===== config.mk =====
export PLATFORM = sky130hd
export DESIGN_NAME = ext_edge_aligner
export DESIGN_NICKNAME = d
export VERILOG_FILES = /design/src/rtl/eea_pkg.sv /design/src/rtl/eea_edge_sync.sv /design/src/rtl/eea_align_fsm.sv /design/src/rtl/ext_edge_aligner.sv
export SDC_FILE = /design/constraint.sdc
export NUM_CORES = 1
export LEC_CHECK = 0
export ABC_AREA = 1
export CAP_MARGIN = 30
export CORE_AREA = 3 3 40 42
export CTS_CLUSTER_DIAMETER = 200
export DETAILED_ROUTE_END_ITERATION = 12
export DIE_AREA = 0 0 43 45
export PLACE_DENSITY = 0.66
export REMOVE_ABC_BUFFERS = 1
export SLEW_MARGIN = 40
export SYNTH_ARGS = -nofsm -noshare
export SYNTH_HDL_FRONTEND = slang
export SYNTH_SLANG_ARGS = --single-unit

===== constraint.sdc =====
create_clock -name clk -period 1.4 [get_ports clk]
set_input_delay 0.14 -clock clk [delete_from_list [all_inputs] [get_ports clk]]
set_output_delay 0.14 -clock clk [all_outputs]
set_load 0.01 [all_outputs]

===== src/rtl/eea_pkg.sv =====
package eea_pkg;

  typedef enum logic [1:0] {
    S_IDLE     = 2'd0,
    S_WAIT_PPS = 2'd1,
    S_WAIT_EXT = 2'd2,
    S_LOCKED   = 2'd3
  } eea_state_t;

  // Index of the next external edge inside one phase-zero period.
  function automatic int edge_idx_next(input int cur, input int period);
    int n;
    n = cur + 1;
    if (n >= period) n = 0;
    return n;
  endfunction

  // Edges per phase-zero period for the selected reference rate.
  function automatic int edges_per_period(input logic fast, input int slow_n, input int fast_n);
    return fast ? fast_n : slow_n;
  endfunction

endpackage


===== src/rtl/eea_edge_sync.sv =====
module eea_edge_sync #(
  parameter int STAGES = 2
) (
  input  logic clk,
  input  logic rst_n,
  input  logic din,
  output logic rise
);
  logic [STAGES-1:0] chain;
  logic              last_q;
  logic              synced;

  assign synced = chain[STAGES-1];

  always_ff @(posedge clk) begin
    if (!rst_n) begin
      chain  <= '0;
      last_q <= 1'b0;
    end else begin
      chain  <= {chain[STAGES-2:0], din};
      last_q <= synced;
    end
  end

  assign rise = synced & ~last_q;

  // a rising edge is one cycle wide
  rise_single_chk: assert property (@(posedge clk) disable iff (!rst_n)
    rise |=> !rise);
endmodule


===== src/rtl/eea_align_fsm.sv =====
module eea_align_fsm
  import eea_pkg::*;
#(
  parameter int EDGES_SLOW = 4,
  parameter int EDGES_FAST = 2
) (
  input  logic clk,
  input  logic rst_n,
  input  logic align_en,
  input  logic rate_sel,
  input  logic ext_rise,
  input  logic pps_rise,
  output logic align_done,
  output logic phase_zero
);
  localparam int MAX_EDGES = (EDGES_SLOW > EDGES_FAST) ? EDGES_SLOW : EDGES_FAST;
  localparam int IDX_W     = (MAX_EDGES > 2) ? $clog2(MAX_EDGES) : 1;

  eea_state_t       state;
  logic             fast_q;
  logic [IDX_W-1:0] idx;
  logic [IDX_W-1:0] idx_nxt;
  logic             wrap_nxt;

  always_comb begin
    idx_nxt  = IDX_W'(edge_idx_next(int'(idx),
                      edges_per_period(fast_q, EDGES_SLOW, EDGES_FAST)));
    wrap_nxt = (idx_nxt == '0);
  end

  always_ff @(posedge clk) begin
    if (!rst_n) begin
      state      <= S_IDLE;
      fast_q     <= 1'b0;
      idx        <= '0;
      align_done <= 1'b0;
      phase_zero <= 1'b0;
    end else begin
      phase_zero <= 1'b0;
      if (!align_en) begin
        state      <= S_IDLE;
        align_done <= 1'b0;
        idx        <= '0;
      end else begin
        case (state)
          S_IDLE:     state <= S_WAIT_PPS;
          S_WAIT_PPS: if (pps_rise) state <= S_WAIT_EXT;
          S_WAIT_EXT: if (ext_rise) begin
            state      <= S_LOCKED;
            fast_q     <= rate_sel;
            idx        <= '0;
            phase_zero <= 1'b1;
            align_done <= 1'b1;
          end
          S_LOCKED:   if (ext_rise) begin
            idx        <= idx_nxt;
            phase_zero <= wrap_nxt;
          end
          default:    state <= S_IDLE;
        endcase
      end
    end
  end


  en_low_clears_chk: assert property (@(posedge clk) disable iff (!rst_n)
    !align_en |=> !align_done);

  strobe_needs_edge_chk: assert property (@(posedge clk) disable iff (!rst_n)
    phase_zero |-> $past(ext_rise));

  done_rises_with_strobe_chk: assert property (@(posedge clk) disable iff (!rst_n)
    $rose(align_done) |-> phase_zero);

  search_after_pps_chk: assert property (@(posedge clk) disable iff (!rst_n)
    (state == S_WAIT_EXT && $past(state) != S_WAIT_EXT) |-> $past(pps_rise));

  done_held_chk: assert property (@(posedge clk) disable iff (!rst_n)
    (align_done && align_en) |=> align_done);

  strobe_single_chk: assert property (@(posedge clk) disable iff (!rst_n)
    phase_zero |=> !phase_zero);

  rate_held_chk: assert property (@(posedge clk) disable iff (!rst_n)
    (state == S_LOCKED && $past(state) == S_LOCKED) |-> $stable(fast_q));
endmodule


===== src/rtl/ext_edge_aligner.sv =====
module ext_edge_aligner #(
  parameter int SYNC_STAGES = 2,
  parameter int EDGES_SLOW  = 4,
  parameter int EDGES_FAST  = 2
) (
  input  logic clk,
  input  logic rst_n,
  input  logic align_en,
  input  logic rate_sel,
  input  logic ext_clk_in,
  input  logic pps_in,
  output logic align_done,
  output logic phase_zero
);
  localparam int N_IN = 2;

  logic [N_IN-1:0] raw_in;
  logic [N_IN-1:0] rise_vec;
  logic            ext_rise;
  logic            pps_rise;

  assign raw_in = {pps_in, ext_clk_in};

  generate
    for (genvar g = 0; g < N_IN; g++) begin : g_sync
      eea_edge_sync #(.STAGES(SYNC_STAGES)) u_sync (
        .clk  (clk),
        .rst_n(rst_n),
        .din  (raw_in[g]),
        .rise (rise_vec[g])
      );
    end
  endgenerate

  assign ext_rise = rise_vec[0];
  assign pps_rise = rise_vec[1];

  eea_align_fsm #(
    .EDGES_SLOW(EDGES_SLOW),
    .EDGES_FAST(EDGES_FAST)
  ) u_fsm (
    .clk       (clk),
    .rst_n     (rst_n),
    .align_en  (align_en),
    .rate_sel  (rate_sel),
    .ext_rise  (ext_rise),
    .pps_rise  (pps_rise),
    .align_done(align_done),
    .phase_zero(phase_zero)
  );
endmodule


-- Word level (Yosys, flattened, before mapping)
Index checks and enable logic that the tools add are counted.
- $add $sub $neg: 1
- equality and inequality tests: 6
- multiplexer cells: 11
- reduce and logical (&&, ||, !) cells: 9
- bitwise operators: 4
- order comparisons: 1
- operators with widths (operator ; count):
    two-way mux 2 bit ; 5
    AND reduction 3 bit ; 3
    inequality test 2 bit (second input constant) ; 3
    case mux 2 bit (3 select lines) ; 1
    equality test 2 bit (second input constant) ; 2
    logical NOT 2 bit ; 2
    case mux 2 bit (2 select lines) ; 1
    AND reduction 2 bit ; 2
    adder 2 x 1 -> 3 bit (second input constant) ; 1
    >= comparator 3 bit ; 1
    two-way mux 3 bit ; 1
    nonzero test 3 bit ; 1
    AND 1 bit ; 2
    equality test 2 x 1 -> 1 bit (second input constant) ; 1
    two-way mux 1 bit ; 2
    NOT 1 bit ; 2
    case mux 1 bit (2 select lines) ; 1
    nonzero test 2 bit ; 1
- output and inout port bits: 2
- register bits: 13

-- Logic depth before layout (Yosys ltp)
Gate-level depths: netlist (run 1).
- word-level depth: 6
- depth in mapped cells: 7
- depth with buffers taken out: 7

-- Hierarchy
Synthesis (run 1) repeated with hierarchy kept, for this count alone.
- cells, all modules: 75
- area, all modules: 585.6 um^2
- modules (own cells, without submodules) (module ; instances ; seq. area each (um^2) ; area an instance (um^2) ; cells an instance):
    eea_align_fsm ; 1 ; 140.1 ; 400.4 ; 53
    eea_edge_sync ; 2 ; 60.1 ; 92.6 ; 11

-- Worst setup path after synthesis (run 1)
No wires, ideal clock.
- kind: reg-to-reg
- start: reg u_fsm.idx[0]
- end: reg u_fsm.phase_zero
- data required time: 1283 ps
- buffers on the path: 0
- arrival time: 1038 ps
- cell stages (with the launch flop): 6
- slack: 245 ps
- cells stage by stage: dfxtp_1 fa_1 nor2_1 inv_1 nand4_1 a21oi_1
- cells in the longest elaborated chain, start to end: 6
- ends and longest elaborated chain (item ; line ; text):
    start: declaration ; eea_align_fsm.sv:21 ; logic [IDX_W-1:0] idx;
    start signal: assignment ; eea_align_fsm.sv:56 ; idx <= idx_nxt;
    adder 2 x 1 -> 3 bit * ; eea_pkg.sv:13 ; n = cur + 1;
    >= comparator 3 bit ; eea_pkg.sv:14 ; if (n >= period) n = 0;
    two-way mux 2 bit * ; eea_pkg.sv:14 ;
    logical NOT 2 bit * ; eea_align_fsm.sv:28 ; wrap_nxt = (idx_nxt == '0);
    two-way mux 1 bit * ; eea_align_fsm.sv:55 ; S_LOCKED: if (ext_rise) begin
    case mux 1 bit (2 select lines) * ; eea_align_fsm.sv:45 ; case (state)
    end signal: assignment ; eea_align_fsm.sv:57 ; phase_zero <= wrap_nxt;
    end: declaration ; eea_align_fsm.sv:14 ; output logic phase_zero
Mark *: on every way between the ends. The rest lies on a longest branch, timed or not.
A chain may end at the register's enable or synchronous reset.

-- Final worst setup path (run 1)
- start: reg u_fsm.align_done
- end: out align_done
- RTL lines (item ; line ; text):
    start: declaration ; eea_align_fsm.sv:13 ; output logic align_done,
    start signal: assignment ; eea_align_fsm.sv:36 ; align_done <= 1'b0;
    start signal: assignment ; eea_align_fsm.sv:42 ; align_done <= 1'b0;
    start signal: assignment ; eea_align_fsm.sv:53 ; align_done <= 1'b1;
    end: declaration ; ext_edge_aligner.sv:12 ; output logic align_done,
No word-level cell between the ends.

==> reports/results.tsv, run 1 <==
stage	metric	value	unit
worst_setup_path	CP max stage delay	0.53	ns
global_route	met3 Usage GRT	2.39	%
power_and_ir_drop	Leak Pwr	0.374	nW
logic_synthesis	Synth warnings	0	
global_route	GRT Max-Usage Layer	met2	
global_route	first-pass GRT wire length	1570	um
global_route	antenna violations before repair	0	
timing	post-route worst setup slack	0.106	ns
place	# port buffers	7	
power_and_ir_drop	total power	0.709	mW
worst_setup_path	family with the most delay on the worst path	buffers and inverters	
detailed_routing	via count	448	
power_and_ir_drop	Peak VDD IR	0.518	mV
clocking	CTS clk-pin slew, worst paths	0.09	ns
clocking	# resized after CTS	0	
global_route	GR Util met1	13.0	%
worst_setup_path	register-to-register setup slack	0.19	ns
finish	fin util	56.2	%
timing	Final min period	1.29	ns
worst_setup_path	Critical Path RT	1.26	ns
global_route	GR Util All Layers	10.9	%
global_route	gr ovfl total	0	
clocking	H-tree depth	1	
floorplanning	Cell Rows	13	
logic_synthesis	Post-Syn Instances	76	
clocking	Post-CTS Setup Bufs	0	
floorplanning	Core ar.	0.00128	mm^2
floorplanning	number of I/O pins	8	
finish	Synth-to-Final Area Change	19.2	%
finish	layout cells sized above 1	13.8	%
timing	worst slew pin tran	0.230	ns
clocking	Root Driver	clkbuf_4	
timing	Max-slew headroom	84.6	%
timing	Final Setup Violations	0	
timing	Hold Fails Final Rpt	0	
timing	fin. max-slew vios	0	
worst_setup_path	CP endpoint kind	primary output	
worst_setup_path	CP Cell Sequence	clkdlybuf4s50_1	
timing	fmax	773	MHz
logic_synthesis	Seq cells post-synth	13	
clocking	maximum root-to-sink buffer count	2	
timing	Period Utilization, post-route	92.4	%
global_route	met2 usage	17.7	%
detailed_routing	# DRC	0	
timing	final hold slack	0.377	ns
run_status	status	finished, final reports clean	
floorplanning	initial core utilization	47.1	%
detailed_routing	drt first pass iters	2	
floorplanning	Die Ht	45	um
worst_setup_path	CP max-delay cell	clkdlybuf4s50_1	
place	RePlAce Congestion	0.700	
timing	sum of negative setup slack	0	ns
finish	# diodes	0	
worst_setup_path	Worst EP arrival	1.15	ns
power_and_ir_drop	power per cell area	983	mW/mm^2
worst_setup_path	kind of critical path	reg2out	
global_route	vias in the first global route	435	
place	hpwl dp	732	um
clocking	hold buffers post-CTS	0	
min_path	worst min-delay path class	in2reg	
finish	Fill cells	142	
logic_synthesis	synthesized area per cell	7.97	um^2
place	pre-CTS setup slack	0.201	ns
finish	Layout Nets	100	
global_route	largest net degree at the start of global routing	9	
finish	commonest non-fill, non-tap cells in the layout	16 x inv_1, 16 x nand2_1, 13 x dfxtp_1, 7 x clkdlybuf4s50_1, 6 x nor2_1	
clocking	CTS tree	built	
detailed_routing	initial drt markers	1	
detailed_routing	Via density	4.39	
detailed_routing	antenna viol nets, final	0	
worst_setup_path	Worst setup SP type	flop	
timing	Worst Clk Skew	0.00921	ns
worst_setup_path	Worst Path Buf+Inv	1	
logic_synthesis	area of the mapped netlist	606	um^2
floorplanning	DIE WIDTH	43	um
job	Max-Cap Viols	0	
detailed_routing	Wirelength per Cell	9.01	um
detailed_routing	final wirelength	919	um
logic_synthesis	Unique masters post-synth	18	
worst_setup_path	Critical Path Fanout Max	2	
clocking	total CTS buffers	3	
clocking	worst skew pair latency	0.28	ns
clocking	CTS sink cnt	13	
logic_synthesis	sequential share of the synthesized area	43.0	%
timing	RSZ-0062 raised after global routing	false	
floorplanning	Die ar.	0.00194	mm^2
layout make-up:
class | count | area (um^2) | area share, %
Clock inverter | 1 | 5.00 | 0.693
Clock buffer | 3 | 22.5 | 3.12
Sequential cell | 13 | 260 | 36.0
Timing Repair Buffer | 8 | 77.6 | 10.7
Inverter | 18 | 67.6 | 9.36
Multi-Input combinational cell | 44 | 270 | 37.4
Tap cell | 15 | 18.8 | 2.60
cells in the mapped netlist:
cell type	n	area share [%]
fa_1	1	3.3
inv_2	2	1.2
nand2_2	2	2.1
nand4_1	4	4.1
o21ai_0	1	0.83
ha_1	5	10
nand2_1	16	9.9
a21oi_1	2	1.7
buf_4	1	1.2
dfxtp_1	13	43
nand2_4	1	1.9
nor2_1	6	3.7
nand3_1	2	1.7
inv_1	16	9.9
a21boi_1	1	1.2
a21oi_2	1	1.4
o21ai_1	1	0.83
nand3_2	1	1.7
worst reg2reg max path, stage by stage (launching register included):
cell and delay [ns]:
dfxtp_1 0.36, fa_1 0.44, nor2_1 0.13, inv_1 0.05, nand4_1 0.07, a21oi_1 0.06
layer usage:
metal  wire, um  vias to the layer above
li1           -                      248
met3         34                        0
met5          0                        -
met4          0                        0
met1        461                      194
met2        423                        6
final timing paths:
path,start,cells past startpoint,end
max reg2reg,u_fsm.idx[0]$_SDFFE_PN0P_,5,u_fsm.phase_zero$_SDFF_PN0_
max,u_fsm.align_done$_SDFFE_PN0P_,1,align_done
min,pps_in,3,g_sync[1].u_sync.chain[0]$_SDFF_PN0_
min reg2reg,g_sync[0].u_sync.chain[0]$_SDFF_PN0_,2,g_sync[0].u_sync.chain[1]$_SDFF_PN0_
registers in the layout (all words and copies together), names as in the netlist:
signal,flops
g_sync.u_sync.last_q,2
u_fsm.fast_q,1
u_fsm.align_done,1
g_sync.u_sync.chain,4
u_fsm.idx,2
u_fsm.phase_zero,1
u_fsm.state,2
through the flow:
step                      std cells  cell area, um^2
final                           102              722
after global placement           98              694
after floorplan                  75              598
after CTS                       102              722
after detailed placement         98              694
after global routing            102              722
power by group:
group          leakage (nW)  internal (mW)  switching, mW  total (mW)
sequential            0.106          0.382        0.00840       0.391
combinational         0.250         0.0382         0.0432      0.0814
clock                0.0177          0.106          0.132       0.237
total                 0.374          0.526          0.183       0.709
kinds of logic (layout without fill, tap and decap cells):
logic type	after synthesis	count (layout)	share of synthesized area, %
fa+ha+maj	6	6	13.6
simple gates	32	32	25.0
flops	13	13	43.0
compound gates	6	6	5.99
buf+inv	19	30	12.4
No activity file was read; power rests on OpenSTA's default activity.
==> run 2: changes to the inputs <==
--- a/config.mk
+++ b/config.mk
@@ -11,6 +11,7 @@
 export CTS_CLUSTER_DIAMETER = 200
 export DETAILED_ROUTE_END_ITERATION = 12
 export DIE_AREA = 0 0 43 45
+export HOLD_SLACK_MARGIN = 0.06
 export PLACE_DENSITY = 0.66
 export REMOVE_ABC_BUFFERS = 1
 export SLEW_MARGIN = 40
==> results of run 2 <==
Final layout, timing and power as in run 1 (identical DEF).
==> run 3: changes to the inputs <==
--- a/config.mk
+++ b/config.mk
@@ -12,9 +12,10 @@
 export DETAILED_ROUTE_END_ITERATION = 12
 export DIE_AREA = 0 0 43 45
 export HOLD_SLACK_MARGIN = 0.06
-export PLACE_DENSITY = 0.66
+export PLACE_DENSITY = 0.64
 export REMOVE_ABC_BUFFERS = 1
 export SLEW_MARGIN = 40
 export SYNTH_ARGS = -nofsm -noshare
 export SYNTH_HDL_FRONTEND = slang
+export SYNTH_HIERARCHICAL = 1
 export SYNTH_SLANG_ARGS = --single-unit
==> run 3 against run 2 <==
- non-clock buffer count unchanged
- sequential power about the same
- sequential share of layout area increased by 0.70 points
- first-iteration DRC count increased to 10 times the previous value
- die area unchanged
- total power decreased by 3.6%
- synthesized area decreased by 3.3%
- synthesized cell count decreased by 1.3%
- cell area decreased by 1.9%
- largest cell class is now sequential cells
- highest routed layer is now met4
==> reports/results.tsv, run 3 <==
stage	metric	value	unit
clocking	CTS tree	built	
global_route	first-pass GRT wire length	1610	um
worst_setup_path	family with the most delay on the worst path	buffers and inverters	
timing	Hold Fails Final Rpt	0	
detailed_routing	# DRC	0	
place	Placed Area	682	um^2
worst_setup_path	stages on the worst setup path	1	
power_and_ir_drop	power per cell area	966	mW/mm^2
logic_synthesis	area of the mapped netlist	586	um^2
timing	Final min period	1.28	ns
finish	# diodes	0	
clocking	maximum root-to-sink buffer count	2	
worst_setup_path	Critical Path Fanout Max	2	
timing	Worst Clk Skew	0.00139	ns
floorplanning	DIE WIDTH	43	um
detailed_routing	Wirelength per Cell	9.02	um
detailed_routing	initial drt markers	10	
finish	commonest non-fill, non-tap cells in the layout	19 x inv_1, 15 x nand2_1, 13 x dfxtp_1, 7 x clkdlybuf4s50_1	
logic_synthesis	sequential share of the synthesized area	44.4	%
detailed_routing	Via density	4.43	
worst_setup_path	kind of critical path	reg2out	
run_status	status	finished, final reports clean	
job	Max-Cap Viols	0	
clocking	total CTS buffers	3	
logic_synthesis	Synth warnings	6	
floorplanning	Cell Rows	13	
global_route	antenna violations before repair	0	
worst_setup_path	Critical Path RT	1.26	ns
logic_synthesis	top-count cell post-synth	inv_1	
logic_synthesis	Seq cells post-synth	13	
logic_synthesis	Post-synth top cells	19 x inv_1, 15 x nand2_1, 13 x dfxtp_1	
logic_synthesis	Post-synth EDFFs	0	
finish	Top reg by flops	g_sync.u_sync/chain	
clocking	Root Driver	clkbuf_4	
worst_setup_path	Worst Path Buf+Inv	1	
clocking	CTS clk-pin slew, worst paths	0.07	ns
place	hpwl dp	740	um
logic_synthesis	Post-Syn Instances	75	
finish	fin area	708	um^2
clocking	# resized after CTS	0	
logic_synthesis	Unique masters post-synth	14	
timing	fmax	779	MHz
detailed_routing	antenna viol nets, final	0	
timing	fin. max-slew vios	0	
worst_setup_path	Worst setup SP type	flop	
detailed_routing	drt first pass iters	3	
finish	layout cells sized above 1	10.3	%
finish	Fill cells	120	
worst_setup_path	CP max-delay cell	clkdlybuf4s50_1	
clocking	H-tree depth	1	
detailed_routing	via count	452	
worst_setup_path	CP Cell Sequence	clkdlybuf4s50_1	
global_route	gr ovfl total	0	
min_path	WHS Path Cells	3	
timing	Max-slew headroom	85.5	%
finish	Synth-to-Final Area Change	20.9	%
clocking	worst skew pair latency	0.27	ns
place	# port buffers	7	
clocking	Post-CTS Setup Bufs	0	
global_route	largest net degree at the start of global routing	8	
logic_synthesis	post-synth top area cell	dfxtp_1	
worst_setup_path	R2R cell count	6	
finish	Layout Nets	100	
detailed_routing	final wirelength	920	um
floorplanning	number of I/O pins	8	
logic_synthesis	Synth area leaders	dfxtp_1 44%, inv_1 12%, ha_1 11%, nand2_1 9.6%, a21oi_1 4.3%	
power_and_ir_drop	total power	0.684	mW
clocking	hold buffers post-CTS	0	
logic_synthesis	Synth top area share	44.4	%
finish	max reg flops	4	
floorplanning	Die Ht	45	um
floorplanning	Die ar.	0.00194	mm^2
min_path	worst min-delay path class	in2reg	
global_route	GR Util All Layers	11.7	%
worst_setup_path	CP max stage delay	0.54	ns
timing	Final Setup Violations	0	
worst_setup_path	Worst EP arrival	1.14	ns
timing	RSZ-0062 raised after global routing	false	
floorplanning	initial core utilization	45.6	%
timing	sum of negative setup slack	0	ns
power_and_ir_drop	Peak VDD IR	0.712	mV
logic_synthesis	Most used DFF post-synth	dfxtp_1	
worst_setup_path	CP endpoint kind	primary output	
clocking	CTS sink cnt	13	
timing	worst slew pin tran	0.218	ns
finish	commonest non-fill, non-tap cell in the layout	inv_1	
power_and_ir_drop	Leak Pwr	0.345	nW
timing	final hold slack	0.395	ns
logic_synthesis	synthesized area per cell	7.81	um^2
timing	Period Utilization, post-route	91.7	%
place	RePlAce Congestion	0.777	
floorplanning	Core ar.	0.00128	mm^2
logic_synthesis	async set-reset flop share out of synthesis	0	%
finish	fin util	55.1	%
global_route	vias in the first global route	413	
[run 3: routing by layer]
| layer | track usage [%] | vias up | part of all wire, % |
|---|---|---|---|
| met2 | 19.5 | 8 | 48 |
| met3 | 7.17 | 2 | 5.9 |
| met1 | 11.8 | 195 | 45 |
| met4 | 5.42 | 0 | 1.2 |
| li1 | - | 247 | - |
| met5 | 0 | - | 0 |
[run 3: area by class of cell]
| class | count | area, um^2 | share of cell area, % |
|---|---|---|---|
| Timing Repair Buffer | 8 | 77.6 | 11.0 |
| Clock buffer | 4 | 26.3 | 3.71 |
| Inverter | 20 | 75.1 | 10.6 |
| Tap cell | 15 | 18.8 | 2.65 |
| Multi-Input combinational cell | 42 | 250 | 35.3 |
| Sequential cell | 13 | 260 | 36.7 |
[run 3: path summary, 6_finish.rpt]
path,from,endpoint,slack (ns)
worst max-delay path,u_fsm/align_done$_SDFFE_PN0P_,align_done,0.12
worst min-delay path,pps_in,g_sync[1].u_sync/chain[0]$_SDFF_PN0_,0.40
worst max register to register,u_fsm/idx[0]$_SDFFE_PN0P_,u_fsm/idx[1]$_SDFFE_PN0P_,0.17
worst min register to register,g_sync[1].u_sync/chain[0]$_SDFF_PN0_,g_sync[1].u_sync/chain[1]$_SDFF_PN0_,0.41
[run 3: logic make-up after synthesis]
| kind of cell | synth area share (%) |
|---|---|
| and+or+nand+nor | 22.7 |
| AOI/OAI and AO/OA | 5.98 |
| DFF | 44.4 |
| adders and majority gates | 14.1 |
| buffers and inverters | 12.8 |
[run 3: stage by stage]
stage / std cells / setup slack (ns)
2_1_floorplan: 75 / 0.241
3_3_place_gp: 98 / 0.206
3_5_place_dp: 98 / 0.178
4_1_cts: 102 / 0.101
5_1_grt: 102 / 0.0494
6_report: 102 / 0.116
[run 3: power by group]
part           leakage, nW  internal [mW]  switching (mW)  total [mW]
logic                0.224         0.0338          0.0369      0.0707
registers            0.106          0.381         0.00911       0.391
clock network       0.0150          0.110           0.112       0.223
